**src/rtl/depunct_pkg.sv**
```systemverilog
package depunct_pkg;
  localparam int unsigned MAX_PERIOD = 8;
  typedef logic [2:0] rate_t;
  typedef logic [MAX_PERIOD-1:0] mask_t;

  // bit c = column c of the period kept
  function automatic mask_t keep_g1(rate_t r);
    case (r)
      3'd0: keep_g1 = 8'h01;
      3'd1: keep_g1 = 8'h01;
      3'd2: keep_g1 = 8'h05;
      3'd3: keep_g1 = 8'h01;
      3'd4: keep_g1 = 8'h15;
      3'd5: keep_g1 = 8'h29;
      3'd6: keep_g1 = 8'h51;
      default: keep_g1 = 8'h81;
    endcase
  endfunction

  function automatic mask_t keep_g2(rate_t r);
    case (r)
      3'd0: keep_g2 = 8'h01;
      3'd1: keep_g2 = 8'h03;
      3'd2: keep_g2 = 8'h03;
      3'd3: keep_g2 = 8'h0F;
      3'd4: keep_g2 = 8'h0B;
      3'd5: keep_g2 = 8'h17;
      3'd6: keep_g2 = 8'h2F;
      default: keep_g2 = 8'h7F;
    endcase
  endfunction
endpackage

```
**src/rtl/depunct_fifo.sv**
```systemverilog
module depunct_fifo #(
  parameter int unsigned SW    = 4,
  parameter int unsigned DEPTH = 6,
  localparam int unsigned CW   = $clog2(DEPTH + 1)
) (
  input  logic          clk_i,
  input  logic          rst_ni,
  input  logic          flush_i,
  input  logic          push_i,
  input  logic [SW-1:0] d0_i,
  input  logic [SW-1:0] d1_i,
  input  logic [1:0]    pop_i,
  output logic [SW-1:0] head0_o,
  output logic [SW-1:0] head1_o,
  output logic [CW-1:0] cnt_o
);
  logic [SW-1:0] q_q  [DEPTH];
  logic [SW-1:0] nq   [DEPTH];
  logic [SW-1:0] ext  [DEPTH+2];
  logic [CW-1:0] cnt_q, ncnt, cnt_d;

  always_comb begin
    for (int i = 0; i < DEPTH + 2; i++) ext[i] = (i < DEPTH) ? q_q[i] : '0;
    ncnt = cnt_q - CW'(pop_i);
    for (int i = 0; i < DEPTH; i++) begin
      case (pop_i)
        2'd0:    nq[i] = ext[i];
        2'd1:    nq[i] = ext[i+1];
        default: nq[i] = ext[i+2];
      endcase
      if (push_i && CW'(i) == ncnt)          nq[i] = d0_i;
      if (push_i && CW'(i) == ncnt + CW'(1)) nq[i] = d1_i;
    end
    cnt_d = push_i ? ncnt + CW'(2) : ncnt;
  end

  always_ff @(posedge clk_i or negedge rst_ni) begin
    if (!rst_ni) begin
      cnt_q <= '0;
      for (int i = 0; i < DEPTH; i++) q_q[i] <= '0;
    end else if (flush_i) begin
      cnt_q <= '0;
      for (int i = 0; i < DEPTH; i++) q_q[i] <= '0;
    end else begin
      cnt_q <= cnt_d;
      for (int i = 0; i < DEPTH; i++) q_q[i] <= nq[i];
    end
  end

  assign head0_o = q_q[0];
  assign head1_o = q_q[1];
  assign cnt_o   = cnt_q;
endmodule

```
**src/rtl/depunct_search.sv**
```systemverilog
module depunct_search #(
  parameter int unsigned DW = 8,
  parameter int unsigned TW = 8,
  parameter int unsigned MW = 3
) (
  input  logic          clk_i,
  input  logic          rst_ni,
  input  logic          restart_i,
  input  logic          fire_i,
  input  logic          bad_i,
  input  logic [3:0]    period_i,
  input  logic [DW-1:0] dwell_i,
  input  logic [TW-1:0] thresh_i,
  input  logic [MW-1:0] miss_lim_i,
  output logic [2:0]    phase_o,
  output logic          swap_o,
  output logic          lock_o
);
  logic [DW-1:0] wcnt_q;
  logic [TW-1:0] ecnt_q, e_inc;
  logic [MW-1:0] miss_q;
  logic [2:0]    phase_q;
  logic          swap_q, lock_q;
  logic [TW:0]   total;
  logic          win_end, good, drop, step;

  always_comb begin
    win_end = fire_i && (({1'b0, wcnt_q} + (DW+1)'(1)) >= {1'b0, dwell_i});
    total   = {1'b0, ecnt_q} + (TW+1)'(bad_i);
    good    = total < {1'b0, thresh_i};
    e_inc   = (ecnt_q == '1) ? ecnt_q : ecnt_q + TW'(bad_i);
    drop    = ({1'b0, miss_q} + (MW+1)'(1)) >= {1'b0, miss_lim_i};
    step    = win_end && !good && (!lock_q || drop);
  end

  always_ff @(posedge clk_i or negedge rst_ni) begin
    if (!rst_ni) begin
      wcnt_q <= '0; ecnt_q <= '0; miss_q <= '0;
      phase_q <= '0; swap_q <= 1'b0; lock_q <= 1'b0;
    end else if (restart_i) begin
      wcnt_q <= '0; ecnt_q <= '0; miss_q <= '0;
      phase_q <= '0; swap_q <= 1'b0; lock_q <= 1'b0;
    end else begin
      if (fire_i) wcnt_q <= win_end ? '0 : wcnt_q + DW'(1);
      ecnt_q <= win_end ? '0 : e_inc;
      if (win_end) begin
        if (good) begin
          lock_q <= 1'b1;
          miss_q <= '0;
        end else if (lock_q) begin
          if (drop) begin
            lock_q <= 1'b0;
            miss_q <= '0;
          end else begin
            miss_q <= miss_q + MW'(1);
          end
        end
      end
      if (step) begin
        if ({1'b0, phase_q} == period_i - 4'd1) begin
          phase_q <= '0;
          swap_q  <= ~swap_q;
        end else begin
          phase_q <= phase_q + 3'd1;
        end
      end
    end
  end

  assign phase_o = phase_q;
  assign swap_o  = swap_q;
  assign lock_o  = lock_q;
endmodule

```
**src/rtl/vit_depuncturer.sv**
```systemverilog
module vit_depuncturer
  import depunct_pkg::*;
#(
  parameter int unsigned SW    = 4,
  parameter int unsigned DW    = 8,
  parameter int unsigned TW    = 8,
  parameter int unsigned MW    = 3,
  parameter int unsigned DEPTH = 6
) (
  input  logic          clk_i,
  input  logic          rst_ni,
  input  logic [2:0]    rate_i,
  input  logic          in_valid_i,
  input  logic [SW-1:0] i_soft_i,
  input  logic [SW-1:0] q_soft_i,
  input  logic          bad_i,
  input  logic [DW-1:0] dwell_i,
  input  logic [TW-1:0] thresh_i,
  input  logic [MW-1:0] miss_lim_i,
  output logic          out_valid_o,
  output logic [SW-1:0] g1_o,
  output logic [SW-1:0] g2_o,
  output logic          g1_era_o,
  output logic          g2_era_o,
  output logic          lock_o
);
  localparam int unsigned CW = $clog2(DEPTH + 1);

  rate_t         rate_q;
  logic          restart, fire, push, swap, kx, ky;
  logic [3:0]    period, col_sum;
  logic [2:0]    col_q, col_eff, phase;
  logic [1:0]    need, pop;
  logic [CW-1:0] buf_cnt;
  logic [SW-1:0] head0, head1, d0, d1;
  mask_t         mx, my;

  always_comb begin
    restart = rate_i != rate_q;
    period  = {1'b0, rate_q} + 4'd1;
    col_sum = {1'b0, col_q} + {1'b0, phase};
    col_eff = (col_sum >= period) ? 3'(col_sum - period) : 3'(col_sum);
    mx      = keep_g1(rate_q);
    my      = keep_g2(rate_q);
    kx      = mx[col_eff];
    ky      = my[col_eff];
    need    = {1'b0, kx} + {1'b0, ky};
    fire    = !restart && (buf_cnt >= CW'(need));
    pop     = fire ? need : 2'd0;
    push    = in_valid_i && !restart;
    d0      = swap ? q_soft_i : i_soft_i;
    d1      = swap ? i_soft_i : q_soft_i;
  end

  depunct_fifo #(.SW(SW), .DEPTH(DEPTH)) u_fifo (
    .clk_i, .rst_ni, .flush_i(restart), .push_i(push), .d0_i(d0), .d1_i(d1),
    .pop_i(pop), .head0_o(head0), .head1_o(head1), .cnt_o(buf_cnt)
  );

  depunct_search #(.DW(DW), .TW(TW), .MW(MW)) u_search (
    .clk_i, .rst_ni, .restart_i(restart), .fire_i(fire), .bad_i,
    .period_i(period), .dwell_i, .thresh_i, .miss_lim_i,
    .phase_o(phase), .swap_o(swap), .lock_o
  );

  always_ff @(posedge clk_i or negedge rst_ni) begin
    if (!rst_ni) begin
      rate_q <= '0; col_q <= '0; out_valid_o <= 1'b0;
      g1_o <= '0; g2_o <= '0; g1_era_o <= 1'b0; g2_era_o <= 1'b0;
    end else begin
      rate_q      <= rate_i;
      out_valid_o <= fire;
      if (restart) begin
        col_q <= '0;
      end else if (fire) begin
        col_q    <= ({1'b0, col_q} == period - 4'd1) ? '0 : col_q + 3'd1;
        g1_o     <= kx ? head0 : '0;
        g2_o     <= ky ? (kx ? head1 : head0) : '0;
        g1_era_o <= !kx;
        g2_era_o <= !ky;
      end
    end
  end
endmodule

```
**config.mk**
```make
export PLATFORM = sky130hd
export DESIGN_NAME = vit_depuncturer
export DESIGN_NICKNAME = d
export VERILOG_FILES = /design/src/rtl/depunct_pkg.sv /design/src/rtl/depunct_fifo.sv /design/src/rtl/depunct_search.sv /design/src/rtl/vit_depuncturer.sv
export SDC_FILE = /design/constraint.sdc
export NUM_CORES = 1
export LEC_CHECK = 0
export BUFFER_PORTS_ARGS = -buffer_cell sky130_fd_sc_hd__buf_4
export CORE_MARGIN = 2
export CORE_UTILIZATION = 55
export CTS_CLUSTER_SIZE = 10
export DETAILED_ROUTE_END_ITERATION = 8
export PLACE_DENSITY = 0.79
export SLEW_MARGIN = 15
export SYNTH_ARGS = -nofsm -noshare
export SYNTH_HDL_FRONTEND = slang
export SYNTH_HIERARCHICAL = 1
export SYNTH_SLANG_ARGS = --single-unit
```
**constraint.sdc**
```tcl
create_clock -name clk_i -period 13.9 [get_ports clk_i]
set_input_delay 1.39 -clock clk_i [delete_from_list [all_inputs] [get_ports clk_i]]
set_output_delay 1.39 -clock clk_i [all_outputs]
set_load 0.1 [all_outputs]
```
==> metrics.csv <==
metric;value;unit
outcome;completed;
DRT antenna net count;0;
PostCTS Resize Cnt;0;
post-route cell area;6140;µm²
Avg Cell Area, Syn;9.36;µm²
first-pass GRT wire length;21.1;mm
number of synthesized flops with an enable pin;0;
reg2reg end;u_fifo/ext[21]$_DFFE_PN0P_;
# Max-Cap Violations;0;
vias in the first global route;4679;
Tcrit/Tclk final;59.6;%
clk slew on worst S/H paths;0.08;ns
Die H;105;µm
# Post-CTS Setup Buffers;0;
internal cell power;410;µW
leak pwr;0.00293;µW
fin nets;703;
Power Dens Cells;116;nW/µm²
H-tree depth;3;
R2R depth;26;
die area;10900;µm²
fmax;0.121;GHz
Placement Rows;36;
placed cell area;5910;µm²
routed len/inst;16.6;µm
total chip power;711;µW
Post-synth ARST share;100;%
clock sink count;68;
Synth area leader;dfrtp_1;
Clk network pwr share;26.0;%
Synth Cell Area;5560;µm²
Cell variety after synth;79;
initial antenna violation count;0;
Sw Share;42.3;%
clock tree root driver cell;clkbuf_8;
largest net degree at the start of global routing;69;
worst vdd ir;0.000103;V
crit path time final;8.28;ns
vias;4582;
CTS max path bufs;2;
Post-synth top flop;dfrtp_1;
DRC Markers;0;
hold_buf cts;0;
Worst EP required;14.18;ns
Comb pwr share;42.5;%
worst-path fanout max;16;
sequential fraction of design power;31.5;%
Finish-stage setup viols;0;
Area Growth Syn to Fin;10.4;%
CTS tree;done;
Num CTS Buffers;9;
synth top area cells;dfrtp_1, ha_1, mux2_2;
post-synthesis cell count;594;
initial DRC count;222;
Total GRT Usage;23.4;%
total global routing overflow;0;
Inserted Diodes;0;
FF-to-FF Start;col_q[0]$_DFFE_PN0P_;
layout cells sized above 1;18.6;%
#FFs+latches synth;68;
setup tns final;0;ns
commonest non-fill, non-tap cell in the layout;dfrtp_1;
HP Class;register to register;
worst skew pair latency;0.35;ns
Net Count, Synth;674;
Hold Path Sink;g2_era_o$_DFFE_PN0P_;
Tightest Pin Transition;0.869;ns
CP startpoint kind;register;
min-delay src;g2_era_o$_DFFE_PN0P_;
max_slew headroom;42.1;%
WP data arrival;8.56;ns
post-synth top area share;30.6;%
PortBufs;45;
crit end category;register;
kind of critical path;register to register;
Fillers;811;
TritonRoute pass-1 iters;5;
Worst R2R Setup Slack;5.62;ns
hold depth;1;
Post-Route WL;12.6;mm
synth warn;6;
Die Span X;105;µm
final hold vios;0;
dpl hpwl;9.43;mm
# IOs;46;
RSZ-0062 raised after global routing;no;
Slew Limit Fails;0;
GPL Wtd Cong;0.909;
Seq/Total Area, Yosys;30.6;%
clock skew;0.0107;ns
core area;9770;µm²
Initial Util;56.9;%
Switch Pwr;301;µW
most frequent cells in the layout;dfrtp_1, nor2_1, inv_1;
via/cell ratio;6.02;
==> metal layers <==
| metal | share of wire (%) | track usage (%) |
|---|---|---|
| met5 | 0 | 0 |
| met2 | 52 | 42.1 |
| met3 | 3.9 | 3.95 |
| met1 | 43 | 27.8 |
| met4 | 1.8 | 8.78 |
==> critical path, cell delays in order (launching register included) <==
cell      delay [ns]
dfrtp_1         0.45
ha_1            0.26
fa_1            0.38
xor2_1          0.20
ha_1            0.40
nand2_1         0.17
o21ai_1         0.29
o21a_2          0.26
mux2_2          0.39
nand2b_1        0.23
nand2_1         0.16
inv_1           0.06
ha_1            0.30
ha_1            0.26
nand2b_1        0.14
a211o_1         0.32
nand2b_1        0.33
inv_1           0.35
and2_1          0.29
ha_1            0.22
fa_1            0.61
nor2_1          0.37
ha_1            0.38
nor4bb_1        0.59
a311oi_4        0.13
nor3_1          0.42
a221o_1         0.24
==> cells by family (layout without fill, tap and decap cells) <==
logic type	after synthesis	count (layout)	share of synthesized area, %
DFF	68	68	30.6
and+or+nand+nor	177	177	16.9
buffers and inverters	81	115	6.55
adders and majority gates	46	46	10.8
muxes	45	45	9.16
xor gates and xnor gates	28	28	4.55
AOI/OAI and AO/OA	149	149	21.5
==> worst max path at each step <==
stage / cells past startpoint / startpoint / end
after global routing: 26 / rate_q[0]$_DFF_PN0_ / u_fifo/ext[21]$_DFFE_PN0P_
after CTS: 26 / col_q[0]$_DFFE_PN0P_ / u_fifo/ext[21]$_DFFE_PN0P_
after floorplan: 27 / col_q[0]$_DFFE_PN0P_ / u_fifo/ext[20]$_DFFE_PN0P_
after detailed placement: 26 / col_q[0]$_DFFE_PN0P_ / u_fifo/ext[21]$_DFFE_PN0P_
after global placement: 25 / col_q[0]$_DFFE_PN0P_ / u_fifo/ext[20]$_DFFE_PN0P_
final: 26 / col_q[0]$_DFFE_PN0P_ / u_fifo/ext[21]$_DFFE_PN0P_
==> synthesized netlist by cell type, types with 4 or more instances <==
master	n
mux2_2	20
nand2_1	34
clkbuf_1	10
nor2b_1	8
nand2b_1	11
dfrtp_1	68
and3_1	7
buf_2	7
mux2_1	19
buf_4	9
nor2_1	55
a22o_1	7
o32ai_1	5
o211ai_1	11
inv_1	50
a311oi_1	4
a21oi_1	24
a221o_1	17
a31oi_1	6
xor2_1	12
mux2i_1	4
xnor2_1	15
nand3_1	26
ha_1	43
o21ai_1	9
o21ai_0	14
a21o_1	7
o21a_1	5
==> power by group through the flow <==
stage / sequential, µW / clock, µW / combinational [µW]
CTS: 224 / 189 / 301
global placement: 228 / 0 / 291
finish: 224 / 185 / 302
floorplan: 294 / 0 / 169
global route: 226 / 199 / 326
detailed placement: 228 / 0 / 299
==> layout make-up <==
class                      instances  area, µm²  area share [%]
multi-input combinational        445       3490            56.9
sequential                        68       1700            27.7
timing repair buffer              48        360            5.87
inverter                          51        194            3.16
tap                              133        166            2.71
clock buffer                       9        124            2.02
clock inverter                     7       98.8            1.61
==> state kept, by name, summed over array words and instances (netlist names) <==
register / flops
u_fifo/head0_o: 4
u_fifo/cnt_o: 3
u_search/swap_o: 1
g1_o: 4
g2_o: 4
u_search/ecnt_q: 8
u_search/miss_q: 3
g2_era_o: 1
u_fifo/head1_o: 4
out_valid_o: 1
g1_era_o: 1
u_search/phase_o: 3
rate_q: 3
u_search/wcnt_q: 8
u_fifo/ext: 16
col_q: 3
u_search/lock_o: 1
==> metrics by stage <==
stage               setup slack (ns)  hold slack (ns)  utilization (%)  cells
CTS                             5.69            0.505             62.8    761
finish                          5.62            0.497             62.8    761
floorplan                       6.84            0.468                -    594
global route                    5.09            0.519             62.8    761
global placement                6.19            0.489             60.5    745
detailed placement              5.78            0.488             60.5    745
No activity file was read; power rests on OpenSTA's default activity.
